## config.mk

```make
export PLATFORM = sky130hd
export DESIGN_NAME = ste_locator
export DESIGN_NICKNAME = d
export VERILOG_FILES = /design/src/rtl/ste_loc_pkg.sv /design/src/rtl/ste_sid_check.sv /design/src/rtl/ste_base_align.sv /design/src/rtl/ste_evt_pack.sv /design/src/rtl/ste_locator.sv
export SDC_FILE = /design/constraint.sdc
export NUM_CORES = 1
export LEC_CHECK = 0
export BUFFER_PORTS_ARGS = -buffer_cell sky130_fd_sc_hd__clkbuf_2
export CAP_MARGIN = 20
export CORE_ASPECT_RATIO = 0.9
export CORE_MARGIN = 1
export CORE_UTILIZATION = 28
export CTS_BUF_LIST = sky130_fd_sc_hd__clkbuf_4 sky130_fd_sc_hd__clkbuf_8 sky130_fd_sc_hd__clkbuf_16
export DETAILED_ROUTE_END_ITERATION = 16
export GPL_ROUTABILITY_DRIVEN = 0
export PLACE_DENSITY = 0.5
export SETUP_SLACK_MARGIN = 0.4
export SLEW_MARGIN = 15
export SYNTH_ARGS = -nofsm -noshare
export SYNTH_HDL_FRONTEND = slang
export SYNTH_HIERARCHICAL = 1
export SYNTH_SLANG_ARGS = --single-unit
```

## constraint.sdc

```tcl
create_clock -name clk -period 16.3 [get_ports clk]
set_input_delay 0.815 -clock clk [delete_from_list [all_inputs] [get_ports clk]]
set_output_delay 0.815 -clock clk [all_outputs]
set_load 0.1 [all_outputs]
```

## src/rtl/ste_loc_pkg.sv

```systemverilog
package ste_loc_pkg;

    localparam int SID_IN_W   = 32;
    localparam int ADDR_W     = 64;
    localparam int L2_W       = 6;
    localparam int WORD_W     = 32;
    localparam int EVT_WORDS  = 8;
    localparam int EVT_W      = WORD_W * EVT_WORDS;
    localparam int ENTRY_SHIFT = 6;

    localparam int ADDR_LO_BIT = 6;
    localparam int ADDR_HI_BIT = 51;

    localparam int WORD_CODE   = 0;
    localparam int WORD_SID    = 1;
    localparam int WORD_ADR_LO = 6;
    localparam int WORD_ADR_HI = 7;

    typedef logic [WORD_W-1:0] word_t;
    typedef logic [ADDR_W-1:0] addr_t;

    typedef enum logic [7:0] {
        EVT_NONE      = 8'h00,
        EVT_SID_RANGE = 8'h02
    } evt_code_e;

    typedef struct packed {
        logic              valid;
        logic              fault;
        addr_t             addr;
        logic [EVT_W-1:0]  evt;
    } loc_rsp_t;

    function automatic addr_t addr_field_mask();
        addr_t m;
        m = '0;
        for (int b = ADDR_LO_BIT; b <= ADDR_HI_BIT; b++) begin
            m[b] = 1'b1;
        end
        return m;
    endfunction

    function automatic addr_t low_clear_mask(input logic [L2_W:0] nbits);
        addr_t ones;
        ones = (addr_t'(1) << nbits) - addr_t'(1);
        return ~ones;
    endfunction

endpackage

```

## src/rtl/ste_sid_check.sv

```systemverilog
module ste_sid_check
    import ste_loc_pkg::*;
#(
    parameter int SID_W = 16
) (
    input  logic [SID_IN_W-1:0] sid,
    input  logic [L2_W-1:0]     log2size,
    output logic [L2_W-1:0]     eff_log2,
    output logic                in_range
);
    localparam logic [L2_W-1:0] IMPL_LIMIT = L2_W'(SID_W);

    logic [SID_IN_W-1:0] upper_bits;

    always_comb begin
        if (log2size > IMPL_LIMIT) begin
            eff_log2 = IMPL_LIMIT;
        end else begin
            eff_log2 = log2size;
        end
    end

    // strict less-than: any bit at or above position eff_log2 means out of range
    always_comb begin
        upper_bits = sid >> eff_log2;
        in_range   = (upper_bits == '0);
    end

endmodule

```

## src/rtl/ste_base_align.sv

```systemverilog
module ste_base_align
    import ste_loc_pkg::*;
(
    input  addr_t               base_reg,
    input  logic [L2_W-1:0]     eff_log2,
    input  logic [SID_IN_W-1:0] sid,
    output addr_t               entry_addr
);
    localparam addr_t FIELD_MASK = addr_field_mask();

    logic [L2_W:0] align_bits;
    addr_t         masked_base;
    addr_t         aligned_base;
    addr_t         sid_offset;

    always_comb begin
        align_bits   = {1'b0, eff_log2} + (L2_W+1)'(ENTRY_SHIFT);
        masked_base  = base_reg & FIELD_MASK;
        aligned_base = masked_base & low_clear_mask(align_bits);
        sid_offset   = addr_t'(sid) << ENTRY_SHIFT;
        entry_addr   = aligned_base + sid_offset;
    end

endmodule

```

## src/rtl/ste_evt_pack.sv

```systemverilog
module ste_evt_pack
    import ste_loc_pkg::*;
(
    input  logic                fault,
    input  logic [SID_IN_W-1:0] sid,
    input  addr_t               fetch_addr,
    output logic [EVT_W-1:0]    record
);
    genvar w;
    generate
        for (w = 0; w < EVT_WORDS; w++) begin : g_word
            word_t val;
            always_comb begin
                val = '0;
                if (fault) begin
                    if (w == WORD_CODE) begin
                        val = word_t'(EVT_SID_RANGE);
                    end else if (w == WORD_SID) begin
                        val = word_t'(sid);
                    end else if (w == WORD_ADR_LO) begin
                        val = fetch_addr[WORD_W-1:0];
                    end else if (w == WORD_ADR_HI) begin
                        val = fetch_addr[ADDR_W-1:WORD_W];
                    end
                end
            end
            assign record[w*WORD_W +: WORD_W] = val;
        end
    endgenerate

endmodule

```

## src/rtl/ste_locator.sv

```systemverilog
module ste_locator
    import ste_loc_pkg::*;
#(
    parameter int SID_W = 16
) (
    input  logic                 clk,
    input  logic                 rst,
    input  logic                 req_valid,
    input  logic [31:0]          req_sid,
    input  logic [63:0]          base_reg,
    input  logic [5:0]           cfg_log2size,
    output logic                 rsp_valid,
    output logic                 rsp_fault,
    output logic [63:0]          rsp_addr,
    output logic [255:0]         evt_rec
);
    logic [L2_W-1:0]  eff_log2;
    logic             in_range;
    addr_t            entry_addr;
    logic [EVT_W-1:0] record_nxt;
    loc_rsp_t         rsp_nxt;
    loc_rsp_t         rsp_q;

    ste_sid_check #(.SID_W(SID_W)) u_check (
        .sid      (req_sid),
        .log2size (cfg_log2size),
        .eff_log2 (eff_log2),
        .in_range (in_range)
    );

    ste_base_align u_align (
        .base_reg   (base_reg),
        .eff_log2   (eff_log2),
        .sid        (req_sid),
        .entry_addr (entry_addr)
    );

    ste_evt_pack u_evt (
        .fault      (~in_range),
        .sid        (req_sid),
        .fetch_addr (entry_addr),
        .record     (record_nxt)
    );

    always_comb begin
        rsp_nxt = '0;
        if (req_valid) begin
            rsp_nxt.valid = 1'b1;
            rsp_nxt.fault = ~in_range;
            rsp_nxt.addr  = in_range ? entry_addr : '0;
            rsp_nxt.evt   = record_nxt;
        end
    end

    always_ff @(posedge clk) begin
        if (rst) begin
            rsp_q <= '0;
        end else begin
            rsp_q <= rsp_nxt;
        end
    end

    assign rsp_valid = rsp_q.valid;
    assign rsp_fault = rsp_q.fault;
    assign rsp_addr  = rsp_q.addr;
    assign evt_rec   = rsp_q.evt;


    resp_follows_req_chk: assert property (@(posedge clk) disable iff (rst)
        req_valid |=> rsp_valid);


    idle_quiet_chk: assert property (@(posedge clk) disable iff (rst)
        !req_valid |=> (!rsp_valid && !rsp_fault && rsp_addr == '0 && evt_rec == '0));


    addr_window_chk: assert property (@(posedge clk) disable iff (rst)
        (rsp_valid && !rsp_fault) |-> (rsp_addr[5:0] == '0 && rsp_addr[63:52] == '0));


    fault_code_chk: assert property (@(posedge clk) disable iff (rst)
        rsp_fault |-> (rsp_valid && rsp_addr == '0 && evt_rec[31:0] == 32'h0000_0002));


    fault_middle_zero_chk: assert property (@(posedge clk) disable iff (rst)
        rsp_fault |-> (evt_rec[191:64] == '0));


    clean_record_chk: assert property (@(posedge clk) disable iff (rst)
        !rsp_fault |-> (evt_rec == '0));

endmodule

```

### Yosys cells after proc, flatten, opt, wreduce, memory -nomap -nowiden

Index checks and enable logic that the tools add are counted.

* register bits: 322
* bits of input ports: 105
* logic and storage cells: 27

* add/subtract/negate cells: 3
* magnitude comparators: 1
* shift operators: 2
* muxes and demuxes: 7
* bitwise operators: 4
* reduce and logical (&&, ||, !) cells: 4

Operators by type and width (number)
* $mux 322: 1
* $mux 32: 3
* $add 64x38->64: 1
* $and 52x64->64: 1
* $mux 64: 1
* $not 64->64: 1
* $shl 1x7->64 const A: 1
* $sub 64x1->64 const B: 1
* $logic_not 32->1: 1
* $shr 32x6->32: 1
* $add 6x3->7 const B: 1
* $gt 6x5->1 const B: 1
* $mux 6: 1
* $reduce_or 3->1: 2
* $mux 2: 1
* $not 1->1: 2
* $reduce_or 2->1: 1

### Logic depth before layout (Yosys ltp)

Gate-level depths: netlist of the first run.

* word-level depth: 10
* depth in mapped cells: 25
* mapped depth without buffers: 22

### Cells and area by module

Netlist of the first run, hierarchy kept.

Modules (own cells, without submodules)
* ste_locator: instances 1, cells an instance 723, area an instance 9701.8 um2, seq. area each 6446.2 um2
* ste_base_align: instances 1, cells an instance 496, area an instance 3181.8 um2, seq. area each 0.0 um2
* ste_evt_pack: instances 1, cells an instance 267, area an instance 1886.8 um2, seq. area each 0.0 um2
* ste_sid_check: instances 1, cells an instance 101, area an instance 713.2 um2, seq. area each 0.0 um2

### Worst setup path before layout of the first run

No wires, ideal clock.

* kind: input to register
* start: in cfg_log2size[1]
* end: reg rsp_q, in the netlist evt_rec[243]
* library setup time: 0.116 ns
* data arrival time: 5.701 ns
* data required time: 16.184 ns
* slack: 10.484 ns
* stages on the path: 22
* buffers on the path: 4
* path through: buf_2 -> nor3b_2 -> clkbuf_1 -> buf_2 -> inv_1 -> ha_1 -> and2_1 -> a32oi_1 -> clkbuf_1 -> o21ai_0 -> and2_1 -> ha_1 -> and3_2 -> nand2_1 -> or4_1 -> o31ai_1 -> nor2_1 -> o22ai_2 -> or4b_1 -> xnor2_1 -> and2_1 -> and3b_1

* cells in the longest elaborated chain, start to end: 8
* elaborated cells on any way between the ends: 11
* classes of those cells: 3 x add/sub; 1 x order compare; 2 x shift; 1 x mux; 2 x bitwise; 2 x reduce/logical

RTL lines
* start, declared: line ste_locator.sv:11 `input logic [5:0] cfg_log2size,`
* $gt 6x5->1: line ste_sid_check.sv:16 `if (log2size > IMPL_LIMIT) begin`
* $mux 6 (*): line ste_sid_check.sv:16
* via eff_log2[1]: line ste_locator.sv:17 `logic [L2_W-1:0] eff_log2;`
* $add 6x3->7 (*): line ste_base_align.sv:17 `align_bits = {1'b0, eff_log2} + (L2_W+1)'(ENTRY_SHIFT);`
* $shl 1x7->64 (*): line ste_loc_pkg.sv:45 `ones = (addr_t'(1) << nbits) - addr_t'(1);`
* $sub 64x1->64 (*): line ste_loc_pkg.sv:45
* $not 64->64 (*): line ste_loc_pkg.sv:46 `return ~ones;`
* $and 52x64->64 (*): line ste_base_align.sv:19 `aligned_base = masked_base & low_clear_mask(align_bits);`
* $add 64x38->64 (*): line ste_base_align.sv:21 `entry_addr = aligned_base + sid_offset;`
* via entry_addr[51]: line ste_locator.sv:19 `addr_t entry_addr;`
* end signal, assigned: line ste_locator.sv:59 `rsp_q <= rsp_nxt;`
* end, declared: line ste_locator.sv:22 `loc_rsp_t rsp_q;`

The timed path passes the listed nets; every way through them passes the cells marked *.
A chain may end at the register's enable or synchronous reset.

### Worst setup path after layout of the first run

* start: in cfg_log2size[5]
* end: reg rsp_q, in the netlist evt_rec[243]

* cells in the longest elaborated chain, start to end: 8
* elaborated cells on any way between the ends: 11
* classes of those cells: 3 x add/sub; 1 x order compare; 2 x shift; 1 x mux; 2 x bitwise; 2 x reduce/logical

RTL lines (line)
* $gt 6x5->1: ste_sid_check.sv:16
* $mux 6: ste_sid_check.sv:16
* via eff_log2[2]: ste_locator.sv:17
* $add 6x3->7: ste_base_align.sv:17
* $shl 1x7->64: ste_loc_pkg.sv:45
* $sub 64x1->64: ste_loc_pkg.sv:45
* $not 64->64: ste_loc_pkg.sv:46
* $and 52x64->64: ste_base_align.sv:19
* $add 64x38->64: ste_base_align.sv:21
* via entry_addr[51]: ste_locator.sv:19

The timed path passes the listed nets, and every way through them passes these cells.

==> results.json, run 1 <==
{
  "status": "finished clean",
  "worstHoldStart": "req_sid[5]",
  "synth_largest_area_cell": "dfxtp_1",
  "die_h_um": 225.1,
  "synth_area_per_cell_um2": 9.757,
  "die_w_um": 249.9,
  "max_freq_mhz": 150.3,
  "startpoint": "cfg_log2size[5]",
  "syn_area_mm2": 0.01548,
  "cts_sinks": 322,
  "path_clk_slew_ns": 0.07,
  "hold_viol": 0,
  "cp-end-kind": "register",
  "drv_cap": 0,
  "timing.setup.tns_ns": 0,
  "grt_use_total": 0.1550,
  "synth_edf_count": 0,
  "post-cts-setup-buffer-count": 0,
  "rsz0062_at_grt": "no",
  "synth_warnings": 6,
  "slew_headroom": 0.3132,
  "most-common-layout-cells": "406 x clkbuf_2, 322 x dfxtp_1, 257 x and3b_1",
  "antenna_found_initial": 6,
  "setup_viol": 0,
  "fin_crit_sh": 0.4082,
  "drc": 0,
  "clock_path_buffers": 3,
  "critical_path_class": "in2reg",
  "routed_wl_um": 45390,
  "grt_max_degree": 120,
  "power_uw": 2146,
  "min_path_type": "in2reg",
  "hpwl_um": 32920,
  "powerDensity_mw_per_mm2": 115.3,
  "holdBufCountCts": 0,
  "arrival_ns": 7.14,
  "cts-htree-levels": 2,
  "grt_pass1_wl_um": 66950,
  "dr.pass1.iters": 5,
  "finalCriticalPeriod_ns": 6.653,
  "final_area_mm2": 0.01860,
  "postPlaceCellArea_mm2": 0.01727,
  "slew_violations": 0,
  "tritoncts": "built",
  "mostFrequentLayoutCell": "clkbuf_2",
  "worstPathMaxFanout": 12,
  "start_util": 0.2840,
  "core-area_mm2": 0.05452,
  "area_delta_synth_final_pct": 20.14,
  "layout-drive-gt1-share": 0.2656,
  "numCtsBuffers": 38,
  "hold_ws_ns": 0.7065,
  "required_ns": 16.78,
  "post_cts_resized": 0,
  "ios": 427,
  "async_flop_share": 0,
  "netlist_instances": 1587,
  "tightestPinTransition_ns": 1.030,
  "p_leak_uw": 0.009627,
  "portBuffers": 408,
  "cts_root_buffer": "clkbuf_16",
  "ir_worst_vdd_mv": 0.06461,
  "rows": 81,
  "vias_per_cell": 4.477,
  "fillCellCount": 5703,
  "nNetsFinal": 2068,
  "ys.flop_type": "dfxtp_1",
  "grt_overflow": 0,
  "critPathLaunchType": "input port",
  "synth_seq_area_share": 0.4163,
  "drtIter0Drc": 754,
  "detail-route-antenna-nets": 0,
  "ys_ff_latch": 322,
  "via_count": 11950,
  "wl_per_cell_um": 17.01,
  "synth_top_area_frac": 0.4163,
  "die_area_mm2": 0.05624,
  "grt_pass1_vias": 10970,
  "synthTopCellsByArea": "dfxtp_1 42%, and3b_1 15%, buf_4 8.8%, and2_1 4.3%, and4b_1 4.1%",
  "synth.distinct_cells": 84
}
==> worst paths after layout <==
check	endpoint	depth (start not counted)
worst min-delay path	evt_rec[37]$_SDFF_PP0_	3
worst max-delay path	evt_rec[243]$_SDFF_PP0_	21
==> power breakdown <==
group	switching (µW)	internal (µW)
registers	7.36	815
clock network	349	530
logic	342	102
==> synthesized netlist by cell type (all sizes together), types with 3 or more instances <==
library cell / instances
o21bai: 4
xnor2: 28
nor4: 5
nand2b: 13
a31oi: 3
or2: 6
inv: 24
mux2: 4
a21o: 9
nand4: 7
nor3b: 4
conb: 3
nor2: 77
o21ai: 46
mux2i: 6
ha: 33
nor2b: 9
a2111oi: 4
nand3: 14
and2: 106
a21oi: 49
xor2: 13
a21boi: 8
dfxtp: 322
o211ai: 8
a22oi: 3
and4bb: 5
nor4b: 3
or3: 6
clkbuf: 54
and4b: 64
o22ai: 4
nand2: 55
and3b: 257
and3: 4
nor3: 16
o21a: 23
a211oi: 13
o31ai: 4
buf: 234
==> routing by layer <==
metal,routed length (µm),up-vias,track usage
met2,21390,425,0.2572
met3,3587,71,0.04539
li1,-,5860,-
met5,0,-,0
met1,19280,5594,0.1907
met4,1139,0,0.05376
==> logic make-up (layout without fill, tap and decap cells) <==
family | count (synthesis) | after routing | synth area share
buf+inv | 312 | 509 | 0.1267
simple gates | 661 | 661 | 0.3080
flops | 322 | 322 | 0.4163
xor+xnor | 41 | 41 | 0.02319
fa+ha+maj | 34 | 34 | 0.02796
other cells | 3 | 183 | 0.0007272
mux | 10 | 10 | 0.006788
compound gates | 204 | 204 | 0.09035
==> worst max-delay path, cell delays in order <==
cell      delay (ns)
clkbuf_2        0.15
nor2_1          0.38
nand2_1         0.14
inv_1           0.34
inv_1           0.09
ha_1            0.31
and2_1          0.20
a32oi_1         0.77
nand2_1         0.40
and2_1          0.28
ha_1            0.41
and3_2          0.28
nand2_1         0.09
or4_1           0.49
o31ai_1         0.40
nor2_1          0.17
o22ai_2         0.32
or4b_1          0.49
xnor2_1         0.27
and2_1          0.17
and3b_1         0.15
==> registers in the layout, indices dropped and copies added, names as in the netlist <==
signal     cells
rsp_fault      1
rsp_addr      64
rsp_valid      1
evt_rec      256
==> metrics by stage <==
| stage | worst slack, ns | util | instances |
|---|---|---|---|
| CTS | 9.784 | 0.3409 | 2663 |
| global route | 9.206 | 0.3410 | 2665 |
| detailed placement | 9.192 | 0.3167 | 2594 |
| global placement | 9.259 | 0.3167 | 2594 |
| floorplan | 10.48 | - | 1761 |
| finish | 9.647 | 0.3412 | 2669 |
==> cell type report <==
cell class	instances	area [µm²]	area share
repair buffers	416	2115	0.1137
inverters	24	90.09	0.004843
clock buffers	55	1152	0.06195
diodes	6	15.01	0.0008072
clock inverters	14	163.9	0.008811
well taps	705	882.1	0.04742
multi-input cells	1127	7737	0.4160
flip-flops and latches	322	6446	0.3465
(Power assumes the default switching activity.)
==> run 2, diff against run 1 <==
--- a/config.mk
+++ b/config.mk
@@ -13,7 +13,7 @@
 export CTS_BUF_LIST = sky130_fd_sc_hd__clkbuf_4 sky130_fd_sc_hd__clkbuf_8 sky130_fd_sc_hd__clkbuf_16
 export DETAILED_ROUTE_END_ITERATION = 16
 export GPL_ROUTABILITY_DRIVEN = 0
-export PLACE_DENSITY = 0.5
+export PLACE_DENSITY = 0.52
 export SETUP_SLACK_MARGIN = 0.4
 export SLEW_MARGIN = 15
 export SYNTH_ARGS = -nofsm -noshare
==> constraint.sdc (replaced) <==
create_clock -name clk -period 5.42 [get_ports clk]
set_input_delay 0.271 -clock clk [delete_from_list [all_inputs] [get_ports clk]]
set_output_delay 0.271 -clock clk [all_outputs]
set_load 0.1 [all_outputs]
==> run 2 against run 1 <==
  * Non-clock buffer count is 35 higher
  * Clock power grew to 2.8 times the previous value
  * Flip-flop and latch count stayed put
  * Die area stayed put
  * Core utilization is 0.33 points higher
==> results.json, run 2 (synthesized netlist as in run 1, its figures left out) <==
{
  "fin_crit_sh": 0.8706,
  "grt_pass1_vias": 11240,
  "cts_sinks": 322,
  "rows": 81,
  "min_path_type": "in2reg",
  "final_area_mm2": 0.01878,
  "p_leak_uw": 0.009745,
  "slew_headroom": 0.4106,
  "grt_overflow": 0,
  "cp-end-kind": "register",
  "most-common-layout-cells": "406 x clkbuf_2, 322 x dfxtp_1, 257 x and3b_1",
  "die_area_mm2": 0.05624,
  "antenna_found_initial": 6,
  "place_ws_ns": 0.1326,
  "fin_util": 0.3445,
  "arrival_ns": 5.14,
  "status": "finished clean",
  "via_count": 11940,
  "cts_root_buffer": "clkbuf_16",
  "drc": 0,
  "routed_wl_um": 44990,
  "drtIter0Drc": 626,
  "dp.cells": 2629,
  "area_delta_synth_final_pct": 21.30,
  "critPathLaunchType": "input port",
  "timing.setup.tns_ns": 0,
  "finalCriticalPeriod_ns": 4.719,
  "critical_path_class": "in2reg",
  "required_ns": 5.84,
  "core-area_mm2": 0.05452,
  "dr.pass1.iters": 5,
  "detail-route-antenna-nets": 0,
  "tritoncts": "built",
  "layout-drive-gt1-share": 0.2774,
  "grt_max_degree": 188,
  "rsz0062_at_grt": "yes",
  "wl_per_cell_um": 16.70,
  "hpwl_um": 33110,
  "fillCellCount": 5689,
  "path_clk_slew_ns": 0.07,
  "grt_pass1_wl_um": 67480,
  "post-cts-setup-buffer-count": 0,
  "mostFrequentLayoutCell": "clkbuf_2",
  "die_h_um": 225.1,
  "worstPathMaxFanout": 9,
  "ir_worst_vdd_mv": 0.1926,
  "vias_per_cell": 4.430,
  "hold_viol": 0,
  "cts-htree-levels": 2,
  "postPlaceCellArea_mm2": 0.01755,
  "setup_viol": 0,
  "numCtsBuffers": 37,
  "start_util": 0.2840,
  "tightestPinTransition_ns": 0.8841,
  "slew_violations": 0,
  "max_freq_mhz": 211.9,
  "largest_reg_flops": 256,
  "drv_cap": 0,
  "nNetsFinal": 2102,
  "worst_slack_ns": 0.7014,
  "layout.cells.non_filler": 2694,
  "die_w_um": 249.9,
  "powerDensity_mw_per_mm2": 335.8,
  "clock_path_buffers": 3,
  "ios": 427,
  "portBuffers": 408,
  "grt_use_total": 0.1557
}
run 2: power by group:
group	leakage (µW)	total, µW	internal, µW	switching (µW)
registers	0.00263	2470	2450	22.2
clock network	0.000602	2470	1480	988
logic	0.00651	1360	331	1030
total	0.00975	6310	4270	2040
run 2: layout make-up:
class	count	area, µm²	area share
inverter	24	90.09	0.004796
timing repair buffer	451	2390	0.1272
antenna	3	7.507	0.0003997
clock buffer	53	1120	0.05962
multi-input combinational	1127	7756	0.4130
tap	705	882.1	0.04697
clock inverter	9	90.09	0.004796
sequential	322	6446	0.3432
run 2: metrics by stage:
step | total power (µW) | hold WS, ns
finish | 6307 | 0.1697
global placement | 3881 | 0.7302
floorplan | 3673 | 0.5369
CTS | 6397 | 0.1483
detailed placement | 3888 | 0.7397
global route | 6586 | 0.1647
run 2: layer usage:
layer / GRT usage / routed length, µm
met1: 0.1911 / 19410
met2: 0.2606 / 21120
met3: 0.04551 / 3378
met4: 0.05078 / 1071
met5: 0 / 13
run 2: path summary, 6_finish.rpt:
check                       start                      end  slack (ns)  cells past startpoint
setup / recovery  cfg_log2size[5]  evt_rec[243]$_SDFF_PP0_        0.70                     21
hold / removal        req_sid[15]   evt_rec[47]$_SDFF_PP0_        0.17                      3
run 2: worst max-delay path, cell delays in order:
cell and delay [ns]:
clkbuf_2 0.18, nor2_1 0.30, nand2_1 0.12, inv_1 0.09, inv_1 0.05, ha_1 0.28
and2_1 0.20, a32oi_2 0.36, buf_4 0.20, o21ai_0 0.07, and2_1 0.16, ha_1 0.40
nand2_1 0.13, or4_1 0.52, o31ai_1 0.47, nor2_1 0.17, o22ai_2 0.17, or4b_1 0.48
xnor2_1 0.17, and2_1 0.16, and3b_1 0.17
run 2: repair_timing:
item | 4_1_cts | 5_1_grt
gates resized for setup | 0 | 5
hold buffers | 0 | 0
setup endpoints to repair | 0 | 12
